[src/rtl/fiq_pkg.sv]
package fiq_pkg;
  localparam int ENT_LOG = 4;
  localparam int ENTRIES = 1 << ENT_LOG;
  localparam int MAX_LOG = 2;
  localparam int CFG_W = 2;
  localparam int CNT_W = ENT_LOG + 1;

  typedef struct packed {
    logic               push;
    logic [ENT_LOG-1:0] pushIdx;
    logic [ENTRIES-1:0] popVec;
    logic               apply;
    logic [CFG_W-1:0]   curLog;
  } iqCtl_t;
endpackage

[src/rtl/iq_datapath.sv]
module iq_datapath
  import fiq_pkg::*;
#(
  parameter int TAG_W = 6
) (
  input  logic                          clk,
  input  logic                          rstN,
  input  iqCtl_t                        ctl,
  input  logic [TAG_W-1:0]              pushTag,
  output logic [ENTRIES-1:0][TAG_W-1:0] headTag,
  output logic [ENTRIES-1:0][TAG_W-1:0] tailTagArr,
  output logic [ENTRIES-1:0]            emptyVec,
  output logic [ENTRIES-1:0]            atDepth
);
  logic [TAG_W-1:0]   pool    [ENTRIES];
  logic [ENT_LOG-1:0] headPtr [ENTRIES];
  logic [CNT_W-1:0]   fill    [ENTRIES];
  logic [ENT_LOG-1:0] ptrMask;
  logic [CNT_W-1:0]   depthCnt;
  logic [ENT_LOG-1:0] wrIdx;

  function automatic logic [ENT_LOG-1:0] slotOf(logic [ENT_LOG-1:0] fifo,
      logic [ENT_LOG-1:0] off, logic [CFG_W-1:0] lg, logic [ENT_LOG-1:0] msk);
    return (fifo << lg) | (off & msk);
  endfunction

  always_comb begin
    ptrMask  = ENT_LOG'((32'd1 << ctl.curLog) - 32'd1);
    depthCnt = CNT_W'(32'd1 << ctl.curLog);
    wrIdx    = slotOf(ctl.pushIdx,
                      headPtr[ctl.pushIdx] + fill[ctl.pushIdx][ENT_LOG-1:0],
                      ctl.curLog, ptrMask);
  end

  always_ff @(posedge clk) begin
    if (ctl.push) pool[wrIdx] <= pushTag;
  end

  for (genvar f = 0; f < ENTRIES; f++) begin : g_fifo
    logic pushHere;
    assign pushHere = ctl.push && (ctl.pushIdx == ENT_LOG'(f));

    always_ff @(posedge clk) begin
      if (!rstN) begin
        headPtr[f] <= '0;
        fill[f]    <= '0;
      end else if (ctl.apply) begin
        headPtr[f] <= '0;
      end else begin
        if (ctl.popVec[f]) headPtr[f] <= (headPtr[f] + 1'b1) & ptrMask;
        case ({pushHere, ctl.popVec[f]})
          2'b10:   fill[f] <= fill[f] + 1'b1;
          2'b01:   fill[f] <= fill[f] - 1'b1;
          default: fill[f] <= fill[f];
        endcase
      end
    end

    always_comb begin
      emptyVec[f]   = (fill[f] == '0);
      atDepth[f]    = (fill[f] == depthCnt);
      headTag[f]    = pool[slotOf(ENT_LOG'(f), headPtr[f], ctl.curLog, ptrMask)];
      tailTagArr[f] = pool[slotOf(ENT_LOG'(f),
                           headPtr[f] + fill[f][ENT_LOG-1:0] - 1'b1,
                           ctl.curLog, ptrMask)];
    end

    // a pop strobe only ever reaches a FIFO that holds an entry
    assert_no_underflow_R4: assert property (@(posedge clk) disable iff (!rstN)
      ctl.popVec[f] |-> (fill[f] != '0));
  end

  // a push never lands in a FIFO already at its depth
  assert_no_overflow_R2: assert property (@(posedge clk) disable iff (!rstN)
    ctl.push |-> (fill[ctl.pushIdx] < depthCnt));
endmodule

[src/rtl/iq_control.sv]
module iq_control
  import fiq_pkg::*;
#(
  parameter int TAG_W   = 6,
  parameter int ISSUE_W = 4
) (
  input  logic                          clk,
  input  logic                          rstN,
  input  logic                          dispValid,
  input  logic [ENT_LOG-1:0]            dispFifo,
  input  logic [ENTRIES-1:0]            headReady,
  input  logic [ENTRIES-1:0]            drainReq,
  input  logic [CFG_W-1:0]              cfgReq,
  input  logic [ENTRIES-1:0]            emptyVec,
  input  logic [ENTRIES-1:0]            atDepth,
  input  logic [ENTRIES-1:0][TAG_W-1:0] headTag,
  output iqCtl_t                        ctl,
  output logic                          dispAccept,
  output logic [ENTRIES-1:0]            grantVec,
  output logic [ISSUE_W-1:0]            issueValid,
  output logic [ISSUE_W-1:0][TAG_W-1:0] issueTag,
  output logic [ENTRIES-1:0]            fullVec,
  output logic [CFG_W-1:0]              activeLog
);
  localparam int SLOT_W = (ISSUE_W > 1) ? $clog2(ISSUE_W) : 1;

  logic [CFG_W-1:0]   curLog;
  logic [CNT_W-1:0]   fifoCount;
  logic [ENTRIES-1:0] activeMask;
  logic [ENTRIES-1:0] requestVec;
  logic               pending;
  logic [SLOT_W:0]    slotCnt;

  always_ff @(posedge clk) begin
    if (!rstN)         curLog <= '0;
    else if (ctl.apply) curLog <= cfgReq;
  end

  always_comb begin
    fifoCount = CNT_W'(ENTRIES) >> curLog;
    for (int f = 0; f < ENTRIES; f++)
      activeMask[f] = (CNT_W'(f) < fifoCount);
    pending    = (cfgReq <= CFG_W'(MAX_LOG)) && (cfgReq != curLog);
    fullVec    = ~activeMask | atDepth | drainReq;
    dispAccept = dispValid && !fullVec[dispFifo] && !pending;
    requestVec = activeMask & headReady & ~emptyVec;
  end

  always_comb begin
    grantVec   = '0;
    issueValid = '0;
    issueTag   = '0;
    slotCnt    = '0;
    for (int f = 0; f < ENTRIES; f++) begin
      if (requestVec[f] && (slotCnt < (SLOT_W+1)'(ISSUE_W))) begin
        grantVec[f]                    = 1'b1;
        issueValid[slotCnt[SLOT_W-1:0]] = 1'b1;
        issueTag[slotCnt[SLOT_W-1:0]]   = headTag[f];
        slotCnt                        = slotCnt + 1'b1;
      end
    end
  end

  always_comb begin
    ctl.push    = dispAccept;
    ctl.pushIdx = dispFifo;
    ctl.popVec  = grantVec;
    ctl.apply   = pending && (&emptyVec);
    ctl.curLog  = curLog;
  end

  assign activeLog = curLog;

  // never more grants than issue slots
  assert_grant_width_R5: assert property (@(posedge clk) disable iff (!rstN)
    $countones(grantVec) <= ISSUE_W);

  // the grouping is frozen while any FIFO still holds an entry
  assert_regroup_empty_R6: assert property (@(posedge clk) disable iff (!rstN)
    !(&emptyVec) |=> $stable(curLog));
endmodule

[src/rtl/fifo_issue_queue.sv]
module fifo_issue_queue
  import fiq_pkg::*;
#(
  parameter int TAG_W   = 6,
  parameter int ISSUE_W = 4
) (
  input  logic                       clk,
  input  logic                       rstN,
  input  logic                       dispValid,
  input  logic [ENT_LOG-1:0]         dispFifo,
  input  logic [TAG_W-1:0]           dispTag,
  output logic                       dispAccept,
  input  logic [ENTRIES-1:0]         headReady,
  input  logic [ENTRIES-1:0]         drainReq,
  input  logic [CFG_W-1:0]           cfgReq,
  output logic [CFG_W-1:0]           activeLog,
  output logic [ENTRIES-1:0]         grantVec,
  output logic [ISSUE_W-1:0]         issueValid,
  output logic [ISSUE_W*TAG_W-1:0]   issueTag,
  output logic [ENTRIES-1:0]         emptyVec,
  output logic [ENTRIES-1:0]         fullVec,
  output logic [ENTRIES*TAG_W-1:0]   tailTag
);
  iqCtl_t                        ctl;
  logic [ENTRIES-1:0][TAG_W-1:0] headTag;
  logic [ENTRIES-1:0][TAG_W-1:0] tailTagArr;
  logic [ISSUE_W-1:0][TAG_W-1:0] issueTagArr;
  logic [ENTRIES-1:0]            atDepth;

  iq_control #(.TAG_W(TAG_W), .ISSUE_W(ISSUE_W)) u_ctrl (
    .clk(clk), .rstN(rstN), .dispValid(dispValid), .dispFifo(dispFifo),
    .headReady(headReady), .drainReq(drainReq), .cfgReq(cfgReq),
    .emptyVec(emptyVec), .atDepth(atDepth), .headTag(headTag), .ctl(ctl),
    .dispAccept(dispAccept), .grantVec(grantVec), .issueValid(issueValid),
    .issueTag(issueTagArr), .fullVec(fullVec), .activeLog(activeLog)
  );

  iq_datapath #(.TAG_W(TAG_W)) u_data (
    .clk(clk), .rstN(rstN), .ctl(ctl), .pushTag(dispTag), .headTag(headTag),
    .tailTagArr(tailTagArr), .emptyVec(emptyVec), .atDepth(atDepth)
  );

  assign issueTag = issueTagArr;
  assign tailTag  = tailTagArr;
endmodule

[config.mk]
export PLATFORM = sky130hd
export DESIGN_NAME = fifo_issue_queue
export DESIGN_NICKNAME = d
export VERILOG_FILES = /design/src/rtl/fiq_pkg.sv /design/src/rtl/iq_datapath.sv /design/src/rtl/iq_control.sv /design/src/rtl/fifo_issue_queue.sv
export SDC_FILE = /design/constraint.sdc
export NUM_CORES = 2
export LEC_CHECK = 0
export BUFFER_PORTS_ARGS = -buffer_cell sky130_fd_sc_hd__buf_2
export CORE_MARGIN = 4
export CORE_UTILIZATION = 30
export DETAILED_ROUTE_END_ITERATION = 8
export PLACE_DENSITY = 0.42
export SLEW_MARGIN = 25
export SYNTH_ARGS = -nofsm -noshare
export SYNTH_HDL_FRONTEND = slang
export SYNTH_HIERARCHICAL = 1
export SYNTH_SLANG_ARGS = --single-unit
[constraint.sdc]
create_clock -name clk -period 17.5 [get_ports clk]
set_input_delay 1.75 -clock clk [delete_from_list [all_inputs] [get_ports clk]]
set_output_delay 1.75 -clock clk [all_outputs]
set_load 0.03 [all_outputs]
Yosys cells after proc, flatten, opt, wreduce, memory -nomap -nowiden
Memories as Yosys holds them, arrays and structs flattened.
Index checks and enable logic that the tools add are counted.
Widths: inputs -> output; s select.
{ "word_totals": {"input_bits": 47, "ram_bits": 240, "wordCells": 996, "reg_bits": 2, "out_inout_bits": 175, "latchBits": 0, "mem_bits_ro": 0, "n_memories": 3} }
{ "mem_list": {"columns": ["memory", "depth", "width", "read_ports", "rd_clocked_by_memory_dff", "wr", "line_no", "source"], "rows": [
  ["u_data.pool", 16, 6, 32, 0, 1, "iq_datapath.sv:15", "logic [TAG_W-1:0] pool [ENTRIES];"],
  ["u_data.fill", 16, 5, 17, 0, 16, "iq_datapath.sv:17", "logic [CNT_W-1:0] fill [ENTRIES];"],
  ["u_data.headPtr", 16, 4, 17, 0, 16, "iq_datapath.sv:16", "logic [ENT_LOG-1:0] headPtr [ENTRIES];"]
]} }
{ "classes": {"n_eq_ne": 64, "div_mod_pow": 0, "n_reduce_logical": 86, "mux": 481, "shifts": 19, "n_mul": 0, "n_bitwise": 183, "add_sub_neg": 96, "order_cmp": 63} }
{ "ops": {"columns": ["cell", "n"], "rows": [
  ["$bwmux 24", 15],
  ["$mux 24", 15],
  ["$mux 1", 295],
  ["$mux 5", 48],
  ["$and 4x4->4", 49],
  ["$mux 4", 47],
  ["$or 4x4->4", 47],
  ["$demux 6 s2", 15],
  ["$mux 6", 16],
  ["$add 5x1->5 const B", 16],
  ["$eq 5x5->1", 16],
  ["$logic_not 5->1", 16],
  ["$or 1x1->1", 80],
  ["$sub 5x1->5 const B", 16],
  ["$add 4x4->4", 17],
  ["$sub 4x1->4 const B", 17],
  ["$add 4x1->4 const B", 16],
  ["$logic_and 1x1->1", 50],
  ["$lt 2x3->1 const B", 14],
  ["$lt 3x3->1 const B", 14],
  ["$mux 3", 14],
  ["$lt 4x5->1 const A", 8],
  ["$add 3x1->3 const B", 13],
  ["$and 16x16->16", 2],
  ["32 further kinds", 136]
]} }

Depth between registers and ports, before layout
{ "depth": {"depth_word": 58, "depth_mapped": 61, "ltp_nobuf": 55} }

By module
Netlist, hierarchy kept.
{ "by_module_without_submodules": {"columns": ["module", "seq_area_each_um2", "cells_each", "area_per_inst_um2", "n_inst"], "rows": [
  ["iq_datapath", 6726.5, 3427, 37808.8, 1],
  ["iq_control", 40.0, 960, 6199.7, 1]
]} }

Worst setup path after synthesis
No wires, ideal clock.
{ "synth_timing": {"kind": "flip-flop to output port", "startpoint": "memory u_data/fill[1][0] in the netlist's numbering", "endpoint": "output port issueTag[0]", "setup_slack_ns": 2.730, "arrival_ns": 13.020, "n_path_buf": 7, "path_stages_with_launch": 59, "required_ns": 15.750, "cell_sequence": "edfxtp_1 inv_1 ha_1 nor4b_1 nand2b_1 ha_1 buf_2 clkinv_1 nor4_4 inv_2 buf_6 ha_1 and3b_1 clkbuf_1 or4_1 o21ai_2 ha_1 nor2_1 (+23 left out) a31o_2 o21ai_0 inv_1 ha_1 nand2_1 nand2_1 or4_1 clkbuf_1 nor2_1 xnor2_1 inv_1 ha_1 nand2_1 nand2_1 a2111oi_1 a21oi_1 o31ai_1 mux2_1"} }
{ "synth_lines": {"columns": ["item", "line_no", "source"], "rows": [
  ["start, declared", "iq_datapath.sv:17", null],
  ["end, declared", "fifo_issue_queue.sv:19", "output logic [ISSUE_W*TAG_W-1:0] issueTag,"]
]} }

==> impl_metrics.csv <==
group,metric,value,unit
critical_path,critPathKind,"flip-flop to output port",
final_layout,postLayoutCellArea,47900,sq um
clock_tree,post_cts_hold_buffer_count,0,
synth,ys_warn_count,6,
sta,finalSetupViolCount,0,
hold_path,path_class_of_the_lowest_slack_min_delay_path,"flip-flop to flip-flop",
critical_path,timing.critical_path.fanout_max,20,
placement,gpl.final_weighted_congestion,0.953,
die,floorplan.die_area,153000,sq um
clock_tree,post_cts_buffers,0,
synth,yosysTopAreaCellShare,35.8,%
routing,drt_pre_antenna_iters,7,
critical_path,timing.critical_path.from_type,"flip-flop",
synth,share_of_synthesized_area_spent_on_multiplexers,40.7,%
synth,async_flop_share,0,%
synth,synth_flop_cell,"edfxtp_1",
synth,cell_taking_the_most_area_after_synthesis,"mux4_2",
final_layout,total_nets_final,4498,
routing,drt-vias-per-instance,7.00,
synth,synth_seq_area_share,15.4,%
critical_path,critical-path-top-cell-by-count,"ha_1",
synth,xor_and_xnor_fraction_of_the_mapped_netlist_area,3.32,%
global_routing,grt_pass1_vias,40482,
global_routing,grt_start_max_net_pins,85,
global_routing,antenna_found_initial,23,
final_layout,proportion_of_layout_cells_with_a_drive_suffix_above_1,32.0,%
placement,place_worst_setup_slack,0.716,ns
sta,worst_slew_pin_slew,1.23,ns
synth,synth_top_family_by_area,"multiplexers",
critical_path,cpMaxStageDelayCell,"or4_1",
clock_tree,max_buffers_root_to_sink,3,
routing,count_of_unresolved_drc_violations_after_routing,0,
routing,initialDrtViolationCount,7019,
clock_tree,tritoncts.num_buffers,30,
clock_tree,cts.reportedPaths.clkPinSlew,0.06,ns
sta,final-max-slew-violation-count,0,
power,power.density_cell_area,176,nW/um^2
sta,fmax,60.0,MHz
placement,detailed_place_hpwl,163000,um
routing,routed_wire_length_per_instance,40.3,um
die,fp.coreArea,146000,sq um
die,die_width,391,um
die,top_level_ports,222,
flow_run,max_cap_viol_count,0,
die,die_h,391,um
sta,timing.clock.skew,0.0362,ns
sta,timing.max_slew.rel_slack,17.2,%
sta,timing.final.ws_setup,0.827,ns
synth,adder_and_majority_cell_fraction_of_the_synthesized_area,5.70,%
critical_path,nature_of_the_critical_path_endpoint,"output port",
final_layout,layout_commonest_cell,"mux4_2",
routing,ant_nets,0,
sta,hold_violations,0,
sta,timing.setup.tns,0,ns
clock_tree,cts.repair.resized,0,
synth,netlist-cell-type-count,106,
critical_path,arrival_time_worst_endpoint,14.92,ns
final_layout,layout.cells.most_common_list,"mux4_2, nand2_1, edfxtp_1",
routing,num_vias,43391,
critical_path,cp.required,15.75,ns
critical_path,cpPeakStageDelay,0.80,ns
clock_tree,worst_skew_pair.late_latency,0.62,ns
global_routing,grt_use_total,31.4,%
final_layout,area.growth.synth_to_final,8.94,%
sta,grt_setup_unrepaired,"no",
die,initial_core_util,30.2,%
final_layout,final_cell_count_no_fill,6203,
global_routing,grt_overflow,0,
sta,timing.final.crit_period,16.67,ns
synth,syn-cell-area,44000,sq um
synth,netlist_top_cells_area,"mux4_2, edfxtp_1, ha_1",
clock_tree,clock_tree_from_tritoncts,"yes",
synth,synthesis.area_per_instance,10.0,sq um
critical_path,timing.reg2reg.setup_slack,2.51,ns
synth,synth_nets,4631,
routing,drt_wl_total,250000,um
clock_tree,numClockSinks,226,
power,vdd_drop_max,0.000229,V
clock_tree,cell_at_the_root_of_the_clock_tree,"clkbuf_16",
sta,timing.final.crit_share,95.3,%
synth,synthCells,4387,
synth,synth_simple_gate_area_share,14.3,%
die,rows,140,
synth,synth_compound_area_share,12.5,%
status,status,"finished, final reports clean",
clock_tree,htree_levels,1,
placement,numPortBuffers,221,
global_routing,wire_length_of_the_first_global_routing_pass,340000,um
placement,dpl.cell_count,6129,
synth,yosys_register_bits,226,
power,leakage,0.0173,uW
synth,synth_enable_flop_cells,224,
placement,area_post_placement,46700,sq um
[final timing paths]
| check | cells past startpoint | start | endpoint |
|---|---|---|---|
| worst max register to register | 51 | u_data/fill[1][0] | u_data/fill[15][3] |
| worst min register to register | 2 | u_ctrl/activeLog[1] | u_ctrl/activeLog[1] |
| worst max-delay path | 49 | u_data/fill[1][0] | issueTag[22] |
| worst min-delay path | 2 | u_ctrl/activeLog[1] | u_ctrl/activeLog[1] |
[report_power, final]
group | leakage, uW | total (uW) | internal (uW) | switching (uW)
Combinational | 0.0146 | 6830 | 2270 | 4560
Clock | 0.000427 | 591 | 338 | 253
Sequential | 0.00225 | 1020 | 765 | 250
Total | 0.0173 | 8440 | 3380 | 5060
[area by class of cell]
cell class / count / area [sq um]
inverters: 210 / 788
clock inverters: 13 / 123
well taps: 1917 / 2400
diodes: 15 / 37.5
clock buffers: 36 / 773
flip-flops and latches: 226 / 6770
fillers: 14903 / 97800
repair buffers: 444 / 2990
multi-input cells: 3342 / 34100
[layer usage]
| metal | track usage [%] | up-vias | part of all wire (%) |
|---|---|---|---|
| met5 | 0 | - | 0.051 |
| met1 | 40.2 | 21838 | 37 |
| met3 | 12.0 | 867 | 14 |
| met2 | 46.3 | 3798 | 42 |
| li1 | - | 16868 | - |
| met4 | 16.0 | 20 | 6.6 |
[flip-flops by register name, indices dropped and copies added, names as in the netlist]
name              flops
u_ctrl/activeLog      2
u_data/fill          80
u_data/headPtr       48
u_data/pool          96
[kinds of logic after synthesis]
logic type / after synthesis
simple gates: 1283
compound gates: 802
mux: 901
xor+xnor: 159
flops: 226
fa+ha+maj: 197
buf+inv: 819
[synth_stat cells (107+ instances only)]
cell type	number
buf_2	107
nand3_1	140
mux2i_1	115
mux4_2	700
nor2_1	209
clkbuf_1	406
a21oi_1	188
edfxtp_1	224
o21ai_0	123
inv_1	201
ha_1	191
nand2_1	480
[critical path: cells and delay by family (launching register included)]
family          cells  cell delay, ns
xor+xnor            1            0.21
buf+inv            10            2.06
mux                 3            1.01
flops               1            0.50
fa+ha+maj          10            2.89
compound gates      7            2.00
simple gates       18            5.62
[metrics by stage]
| step | power (uW) | hold WS, ns | util [%] |
|---|---|---|---|
| detailed placement | 7660 | 0.580 | 32.0 |
| global placement | 7700 | 0.586 | 32.0 |
| CTS | 8290 | 0.591 | 32.7 |
| floorplan | 5470 | 0.605 | - |
| global route | 8900 | 0.633 | 32.9 |
| finish | 8440 | 0.592 | 32.9 |
Note: power is estimated with default switching activity, not from simulation.
